## src/rtl/ecc_pkg.sv

```systemverilog
package ecc_pkg;
  typedef enum logic [2:0] {
    M_GATED = 3'd0,
    M_UPDN  = 3'd1,
    M_EDGE  = 3'd2,
    M_LEVEL = 3'd3,
    M_GCAP  = 3'd4
  } mode_e;

  typedef logic signed [1:0] step_t;
endpackage

```

## src/rtl/ecc_sync.sv

```systemverilog
module ecc_sync #(
  parameter int STAGES = 2
) (
  input  logic clk,
  input  logic rst,
  input  logic din,
  output logic lvl,
  output logic prev
);
  localparam int W = STAGES + 1;
  logic [W-1:0] sh;

  always_ff @(posedge clk) begin
    if (rst) sh <= '0;
    else     sh <= {sh[W-2:0], din};
  end

  assign lvl  = sh[STAGES-1];
  assign prev = sh[STAGES];


  prev_follows_chk: assert property (@(posedge clk) disable iff (rst)
    !$past(rst) |-> prev == $past(lvl));
endmodule

```

## src/rtl/ecc_step.sv

```systemverilog
module ecc_step
  import ecc_pkg::*;
(
  input  logic [2:0] mode_sel,
  input  logic       diff_en,
  input  logic       a_lvl,
  input  logic       a_prev,
  input  logic       b_lvl,
  input  logic       b_prev,
  output step_t      step
);
  logic a_rise, b_rise;
  assign a_rise = a_lvl & ~a_prev;
  assign b_rise = b_lvl & ~b_prev;

  always_comb begin
    step = 2'sd0;
    unique case (mode_e'(mode_sel))
      M_GATED, M_GCAP: step = (a_rise && b_lvl) ? 2'sd1 : 2'sd0;
      M_UPDN:  step = !a_rise ? 2'sd0 : (b_lvl ? 2'sd1 : -2'sd1);
      M_EDGE:  step = 2'(signed'({1'b0, a_rise}) - signed'({1'b0, diff_en & b_rise}));
      M_LEVEL: step = 2'(signed'({1'b0, a_lvl}) - signed'({1'b0, diff_en & b_lvl}));
      default: step = 2'sd0;
    endcase
  end
endmodule

```

## src/rtl/ecc_window.sv

```systemverilog
module ecc_window #(
  parameter int CNT_W = 32
) (
  input  logic             clk,
  input  logic             rst,
  input  logic             run,
  input  logic [CNT_W-1:0] period,
  output logic             tick
);
  logic [CNT_W-1:0] tmr;

  assign tick = run && (tmr >= period - CNT_W'(1));

  always_ff @(posedge clk) begin
    if (rst || !run) tmr <= '0;
    else if (tick)   tmr <= '0;
    else             tmr <= tmr + CNT_W'(1);
  end


  window_restart_chk: assert property (@(posedge clk) disable iff (rst)
    tick |=> tmr == '0);


  window_advance_chk: assert property (@(posedge clk) disable iff (rst)
    run && !tick |=> tmr == $past(tmr) + CNT_W'(1));
endmodule

```

## src/rtl/edge_capture_counter.sv

```systemverilog
module edge_capture_counter
  import ecc_pkg::*;
#(
  parameter int CNT_W     = 32,
  parameter int SYNC_FLOP = 2
) (
  input  logic             clk,
  input  logic             rst,
  input  logic             a_in,
  input  logic             b_in,
  input  logic [2:0]       mode_sel,
  input  logic             diff_en,
  input  logic [CNT_W-1:0] period,
  input  logic             rd_stb,
  output logic [CNT_W-1:0] result,
  output logic             evt
);
  logic a_lvl, a_prev, b_lvl, b_prev;
  step_t step;
  logic gcap, run, tick, b_fall, cap;
  logic [CNT_W-1:0] acc, z_q, step_ext;
  logic evt_q;

  ecc_sync #(.STAGES(SYNC_FLOP)) sync_a_i (.clk(clk), .rst(rst), .din(a_in), .lvl(a_lvl), .prev(a_prev));
  ecc_sync #(.STAGES(SYNC_FLOP)) sync_b_i (.clk(clk), .rst(rst), .din(b_in), .lvl(b_lvl), .prev(b_prev));

  ecc_step step_i (
    .mode_sel(mode_sel), .diff_en(diff_en),
    .a_lvl(a_lvl), .a_prev(a_prev), .b_lvl(b_lvl), .b_prev(b_prev),
    .step(step)
  );

  assign gcap   = (mode_e'(mode_sel) == M_GCAP);
  assign run    = !gcap && (period != '0);
  assign b_fall = ~b_lvl & b_prev;
  assign cap    = (gcap && b_fall) || tick;

  ecc_window #(.CNT_W(CNT_W)) win_i (
    .clk(clk), .rst(rst), .run(run), .period(period), .tick(tick)
  );

  assign step_ext = CNT_W'(signed'(step));

  always_ff @(posedge clk) begin
    if (rst) begin
      acc   <= '0;
      z_q   <= '0;
      evt_q <= 1'b0;
    end else begin
      if (gcap)      acc <= b_lvl ? acc + step_ext : '0;
      else if (tick) acc <= step_ext;
      else           acc <= acc + step_ext;

      if (cap || (!gcap && period == '0 && rd_stb)) z_q <= acc;

      if (cap)         evt_q <= 1'b1;
      else if (rd_stb) evt_q <= 1'b0;
    end
  end

  assign result = z_q;
  assign evt    = evt_q;


  reset_clear_chk: assert property (@(posedge clk)
    rst |=> (z_q == '0 && !evt_q && acc == '0));

  evt_hold_chk: assert property (@(posedge clk) disable iff (rst)
    evt_q && !rd_stb |=> evt_q);

  evt_on_capture_chk: assert property (@(posedge clk) disable iff (rst)
    cap |=> evt_q);

  read_capture_chk: assert property (@(posedge clk) disable iff (rst)
    !gcap && period == '0 && rd_stb |=> z_q == $past(acc));

  gate_clear_chk: assert property (@(posedge clk) disable iff (rst)
    gcap && !b_lvl |=> acc == '0);

  wrap_down_chk: assert property (@(posedge clk) disable iff (rst)
    !gcap && !tick && step == -2'sd1 && acc == '0 |=> acc == '1);
endmodule

```

## config.mk

```make
export PLATFORM = sky130hd
export DESIGN_NAME = edge_capture_counter
export DESIGN_NICKNAME = d
export VERILOG_FILES = /design/src/rtl/ecc_pkg.sv /design/src/rtl/ecc_sync.sv /design/src/rtl/ecc_step.sv /design/src/rtl/ecc_window.sv /design/src/rtl/edge_capture_counter.sv
export SDC_FILE = /design/constraint.sdc
export NUM_CORES = 1
export LEC_CHECK = 0
export BUFFER_PORTS_ARGS = -buffer_cell sky130_fd_sc_hd__buf_2
export CAP_MARGIN = 20
export CELL_PAD_IN_SITES_DETAIL_PLACEMENT = 2
export CELL_PAD_IN_SITES_GLOBAL_PLACEMENT = 2
export CORE_MARGIN = 5
export CORE_UTILIZATION = 30
export CTS_BUF_LIST = sky130_fd_sc_hd__clkbuf_8
export CTS_CLUSTER_SIZE = 16
export DETAILED_ROUTE_END_ITERATION = 8
export PLACE_DENSITY = 0.69
export SLEW_MARGIN = 20
export SYNTH_ARGS = -nofsm -noshare
export SYNTH_HDL_FRONTEND = slang
export SYNTH_SLANG_ARGS = --single-unit
```

## constraint.sdc

```tcl
create_clock -name clk -period 5.5 [get_ports clk]
set_input_delay 1.1 -clock clk [delete_from_list [all_inputs] [get_ports clk]]
set_output_delay 1.1 -clock clk [all_outputs]
set_load 0.01 [all_outputs]
```

# == Word level (Yosys, flattened, before mapping) ==
# Cells that the tools add are included.
# classes
add_sub_neg,5
n_lt_le_gt_ge,1
n_eq_ne,4
n_mux,9
bitwise_logic,8
n_reduce_logical,17
# op_table
cell,count
32-bit two-way mux,3
32-bit by 1-bit adder with 32-bit output (second input constant),1
32-bit adder,1
32-bit greater-or-equal comparator,1
32-bit zero test,1
32-bit nonzero test,1
32-bit by 1-bit subtractor with 32-bit output (second input constant),1
2-bit case mux with 4 select lines,1
3-bit by 2-bit == test with 1-bit output (second input constant),2
1-bit logical AND,6
1-bit bitwise AND,5
2-bit two-way mux,2
2-bit OR reduction,2
1-bit by 1-bit subtractor with 2-bit output,2
3-bit by 1-bit == test with 1-bit output (second input constant),1
3-bit == test (second input constant),1
3-bit zero test,1
1-bit logical OR,3
1-bit two-way mux,3
1-bit inverter,3
1-bit zero test,2
2-bit nonzero test,1
# word_totals
regBits,103
elab_cells,50

# == Depth between registers and ports, before layout ==
# depth
word_depth,8
ltp_mapped,21
depth_no_buf,19

# == By module ==
# A second synthesis with hierarchy kept.
# hier_totals
cells_unflattened,829
area_unflattened_um2,7061.8
# by_module_without_submodules
mod,n_inst,cells_per_inst,area_each_um2
edge_capture_counter,1,478,3973.8
ecc_window,1,324,2811.4
ecc_sync,2,6,78.8
ecc_step,1,15,118.9

# == Worst setup path after synthesis ==
# No wires, ideal clock.
# synth_timing
kind,input to register
start,input diff_en
end,register acc[30]
setup_time_ps,119
arrival_ps,5283
slack_ps,97
stages,17
cell_sequence,and2_1 nor2b_1 ha_1 nand2_1 nor2_1 a21oi_1 nor2_1 ha_1 a21o_1 a221oi_2 a2111oi_2 o311ai_1 a31oi_1 a221oi_2 o21ai_0 xnor2_1 o21ai_2
# synth_via
elab_chain_len,6
word_cells_on_any_way,9
classes_between,add/sub (3); mux (4); bitwise (2)
# synth_rtl
element,line_no,source
from (decl),edge_capture_counter.sv:12,"input logic diff_en,"
"1-bit bitwise AND, on equally long branches","ecc_step.sv:22, ecc_step.sv:21",
"1-bit by 1-bit subtractor with 2-bit output, on equally long branches","ecc_step.sv:22, ecc_step.sv:21",
2-bit case mux with 4 select lines (*),ecc_step.sv:18,unique case (mode_e'(mode_sel))
32-bit adder,"edge_capture_counter.sv:50, edge_capture_counter.sv:52",
"32-bit two-way mux, on equally long branches","edge_capture_counter.sv:51, edge_capture_counter.sv:50",
32-bit two-way mux (*),edge_capture_counter.sv:50,if (gcap) acc <= b_lvl ? acc + step_ext : '0;
to (signal assigned),edge_capture_counter.sv:50,
to (signal assigned),edge_capture_counter.sv:51,else if (tick) acc <= step_ext;
to (signal assigned),edge_capture_counter.sv:52,else acc <= acc + step_ext;
to (decl),edge_capture_counter.sv:21,"logic [CNT_W-1:0] acc, z_q, step_ext;"
# Every way passes the cells marked *; elsewhere a longest branch is shown, timed or not.
# A chain may end at the register's enable or synchronous reset.

# == Worst setup path after layout ==
# layout_timing
start,input period[3]
end,register z_q[9] (netlist: result[9])
# layout_via
elab_chain_len,5
word_cells_on_any_way,10
classes_between,add/sub (1); order compare (1); reduce/logical (8)
# layout_rtl
element,line_no,source
from (decl),edge_capture_counter.sv:13,"input logic [CNT_W-1:0] period,"
32-bit by 1-bit subtractor with 32-bit output or 32-bit nonzero test (tied branches),"ecc_window.sv:12, edge_capture_counter.sv:34",
32-bit greater-or-equal comparator or 1-bit logical AND (tied branches),"ecc_window.sv:12, edge_capture_counter.sv:34",
1-bit logical AND,ecc_window.sv:12,assign tick = run && (tmr >= period - CNT_W'(1));
1-bit logical OR,edge_capture_counter.sv:36,assign cap = (gcap && b_fall) || tick;
1-bit logical OR (*),edge_capture_counter.sv:54,if (cap || (!gcap && period == '0 && rd_stb)) z_q <= acc;
to (signal assigned),edge_capture_counter.sv:47,z_q <= '0;
to (signal assigned),edge_capture_counter.sv:54,
to (decl),edge_capture_counter.sv:21,
# Marked as above.

==> metrics.md <==
| Metric | Value |
|---|---|
| Status | finished, final reports clean |
| Count leader, synth | dfxtp_1 |
| Mapped Area | ~7000 µm² |
| Setup bufs post-CTS | 0 |
| Initial Util | 0.301 |
| Unrepaired setup endpoints after global routing | false |
| Req. time, crit path | approximately 5.8 ns |
| Deepest clock path buffer count | 2 |
| Largest stage delay, worst path | approximately 0.45 ns |
| Post-synthesis sequential area ratio | 0.294 |
| Worst-Skew Late Latency | just under 0.4 ns |
| Num ports | 74 |
| Placer Congestion | 0.756 |
| Primary FF master, synth | dfxtp_1 |
| Clock Skews | around 0.018 ns |
| Hold Path Class | reg -> reg |
| Worst path arrival time | between 5 and 6 ns |
| Post-synthesis xor/xnor area fraction | 0.111 |
| Wire per inst | 15.8 µm |
| Cell taking the most area after synthesis | dfxtp_1 |
| Combinational family with the most area after synthesis | simple AND/OR/NAND/NOR gates |
| Synth top area share | 0.294 |
| Vias in the first global route | roughly 6,000 |
| Slowest stage cell, crit path | a311o_2 |
| Critical Setup Path Class | in -> reg |
| I/O Buffers | 73 |
| Hold buffer count at cts | 0 |
| Final net count | 948 |
| Largest net degree at the start of global routing | 51 |
| Maximum fanout along the worst path | 12 |
| Warnings from Yosys | 0 |
| DRC errors left | 0 |
| Synth top cells by count | dfxtp_1 (103), ha_1 (67), nor2_1 (59) |
| Final worst path period share | 0.910 |
| Clk sink count | roughly 100 |
| Placed insts | about 1,100 |
| Max IR drop VDD | between 80 and 90 µV |
| Hold Vio Cnt, Final | 0 |
| Via density | roughly 5 |
| Net count after synthesis | about 870 |
| CTS Root Cell | clkbuf_8 |
| Top cells by area, synth | dfxtp_1 (29%), ha_1 (12%), xor2_1 (5.9%) |
| Max-capacitance violation count | 0 |
| Post-DP HPWL | roughly 14,000 µm |
| Post-route total power | between 1 and 1.5 mW |
| CTS Buf Count | 9 |
| CTS tree | built |
| Post_cts resized | 0 |
| Antenna violations before repair | 0 |
| Critical path capture point type | flip-flop |
| Hold_ws | 0.457 ns |
| First-pass GRT wire length | between 30,000 and 40,000 µm |
| Power Dens Cells | 171 nW/µm² |
| Final min period | 5.00 ns |
| Total gr overflow | 0 |
| Final setup fails | 0 |
| Post-DP Area | 7720 µm² |
| Core footprint | ~23,000 µm² |
| Top delay family on crit path | simple AND/OR/NAND/NOR gates |
| CTS clock-pin slew for the worst setup and hold paths | roughly 0.11 ns |
| Post-Synth Adder-Cell Area | 0.122 |
| Worst-Margin Slew | 0.792 ns |
| Number of synthesized register bits | between 100 and 150 |
| Unique masters post-synth | 67 |
| Fin. max-slew vios | 0 |
| Total GRT Usage | 0.143 |
| Syn Area/Cell | approximately 9.2 µm² |
| CTS HTree Levels | 3 |
| DIE AREA | roughly 27,000 µm² |
| Finished Layout Cells | roughly 1,200 |
| Worst path cell trace | buf_2 -> or3_1 -> nor3_1 -> nand2b_1 -> or2_1 -> nand2b_1 -> nor2_1 -> nand2_1 -> nor3_1 -> xnor2_1 -> ha_1 -> a21o_1 -> a21o_1 -> a21oi_1 -> o211ai_1 -> a311o_2 -> nand2_1 -> and3_2 -> buf_4 -> mux2i_1 |
| DIE HEIGHT | 163 µm |
| Horiz. Die Dim | around 160 µm |
| Mapped Cells | approximately 770 |
| FP Rows | 56 |
| FFs w/ async S/R, synth | 0 |
| Final Instance Area | 7880 µm² |
| First-pass DRT Iterations | 4 |
| Final wirelength | around 18,000 µm |
| Final Util | 0.339 |
| Buf/Inv on CP | 2 |
| Simple-gate share of the synthesized area | 0.235 |
| Compound-cell area share of the yosys netlist | 0.155 |
| Post-DRT Antenna Nets | 0 |
| Proportion of synthesized area in mux cells | 0.0471 |
| Area Overhead vs Synth | 12.4% |
| Pleak | about 3.7 nW |
| Drt initial violations | roughly 140 |
| Slew headroom | 0.472 |
| Max Freq | between 150 and 200 MHz |
| CP startpoint kind | primary input |
| Inserted Diodes | 0 |
| Via count | approximately 5,600 |
| EDFF count, synth | 0 |
| Share of cells above drive strength 1 | 0.222 |
## per-stage QoR
step | TNS, ns | setup slack [ns]
after floorplan | 0 | 0.0974
after global placement | 0 | 0.183
after detailed placement | -0.00557 | -0.00557
after global routing | 0 | 0.174
after CTS | 0 | 0.431
final | 0 | 0.496
## cells by family after synthesis
family / after synthesis
AOI/OAI and AO/OA: 155
xor gates and xnor gates: 89
adders and majority gates: 68
buffers and inverters: 36
DFF: 103
muxes: 33
and+or+nand+nor: 281
## path summary, 6_finish.rpt
check | start | endpoint | slack (ns) | depth (start not counted)
worst max-delay path | period[3] | result[9]$_SDFFE_PP0P_ | 0.50 | 20
worst min-delay path | sync_b_i.sh[0]$_SDFF_PP0_ | sync_b_i.sh[1]$_SDFF_PP0_ | 0.46 | 1
worst max register to register | sync_b_i.sh[1]$_SDFF_PP0_ | acc[30]$_SDFF_PP0_ | 1.05 | 18
worst min register to register | sync_b_i.sh[0]$_SDFF_PP0_ | sync_b_i.sh[1]$_SDFF_PP0_ | 0.46 | 1
## flip-flops by register name (all words and copies together) (netlist names)
| signal | cells |
|---|---|
| sync_a_i.sh | 3 |
| result | 32 |
| win_i.tmr | 32 |
| sync_b_i.sh | 3 |
| acc | 32 |
| evt | 1 |
## power by group
part	switching, mW	internal, mW	leakage, nW
Clock	0.284	0.162	0.0916
Sequential	0.00628	0.754	0.832
Combinational	0.0838	0.0584	2.77
## placed cells by master (no fill, tap or decap), types with 9 or more instances in the layout
cell type  Yosys  final
nand4_1        9      9
dfxtp_1      103    103
nand3_1       20     20
nand2b_1      29     29
nor3_1        11     11
nor2_1        59     58
buf_2          3     73
xor2_1        47     47
ha_1          67     67
and3_1        16     15
or2b_2        42     42
a21oi_2       11     11
clkbuf_8       0      9
mux2i_1       33     33
o21ai_2       10     10
inv_1         10     12
xnor2_1       42     42
nand2_1       48     48
buf_4          1     14
a21o_1        37     37
a21oi_1       39     39
o21ai_0       18     18
## per-layer routing
layer  up-vias  part of all wire  global-route usage
met2        42              0.50               0.257
met5         -                 0                   0
met4         0             0.013              0.0423
met1      2749              0.47               0.177
li1       2845                 -                   -
met3        12             0.018              0.0185
## area by class of cell
type / count / area (µm²)
clock buffer: 9 / 124
clock inverter: 7 / 42.5
fill: 2717 / 15400
inverter: 10 / 37.5
multi-input combinational: 626 / 4710
sequential: 103 / 2060
tap: 319 / 399
timing repair buffer: 89 / 510
No activity file was read; power rests on OpenSTA's default activity.
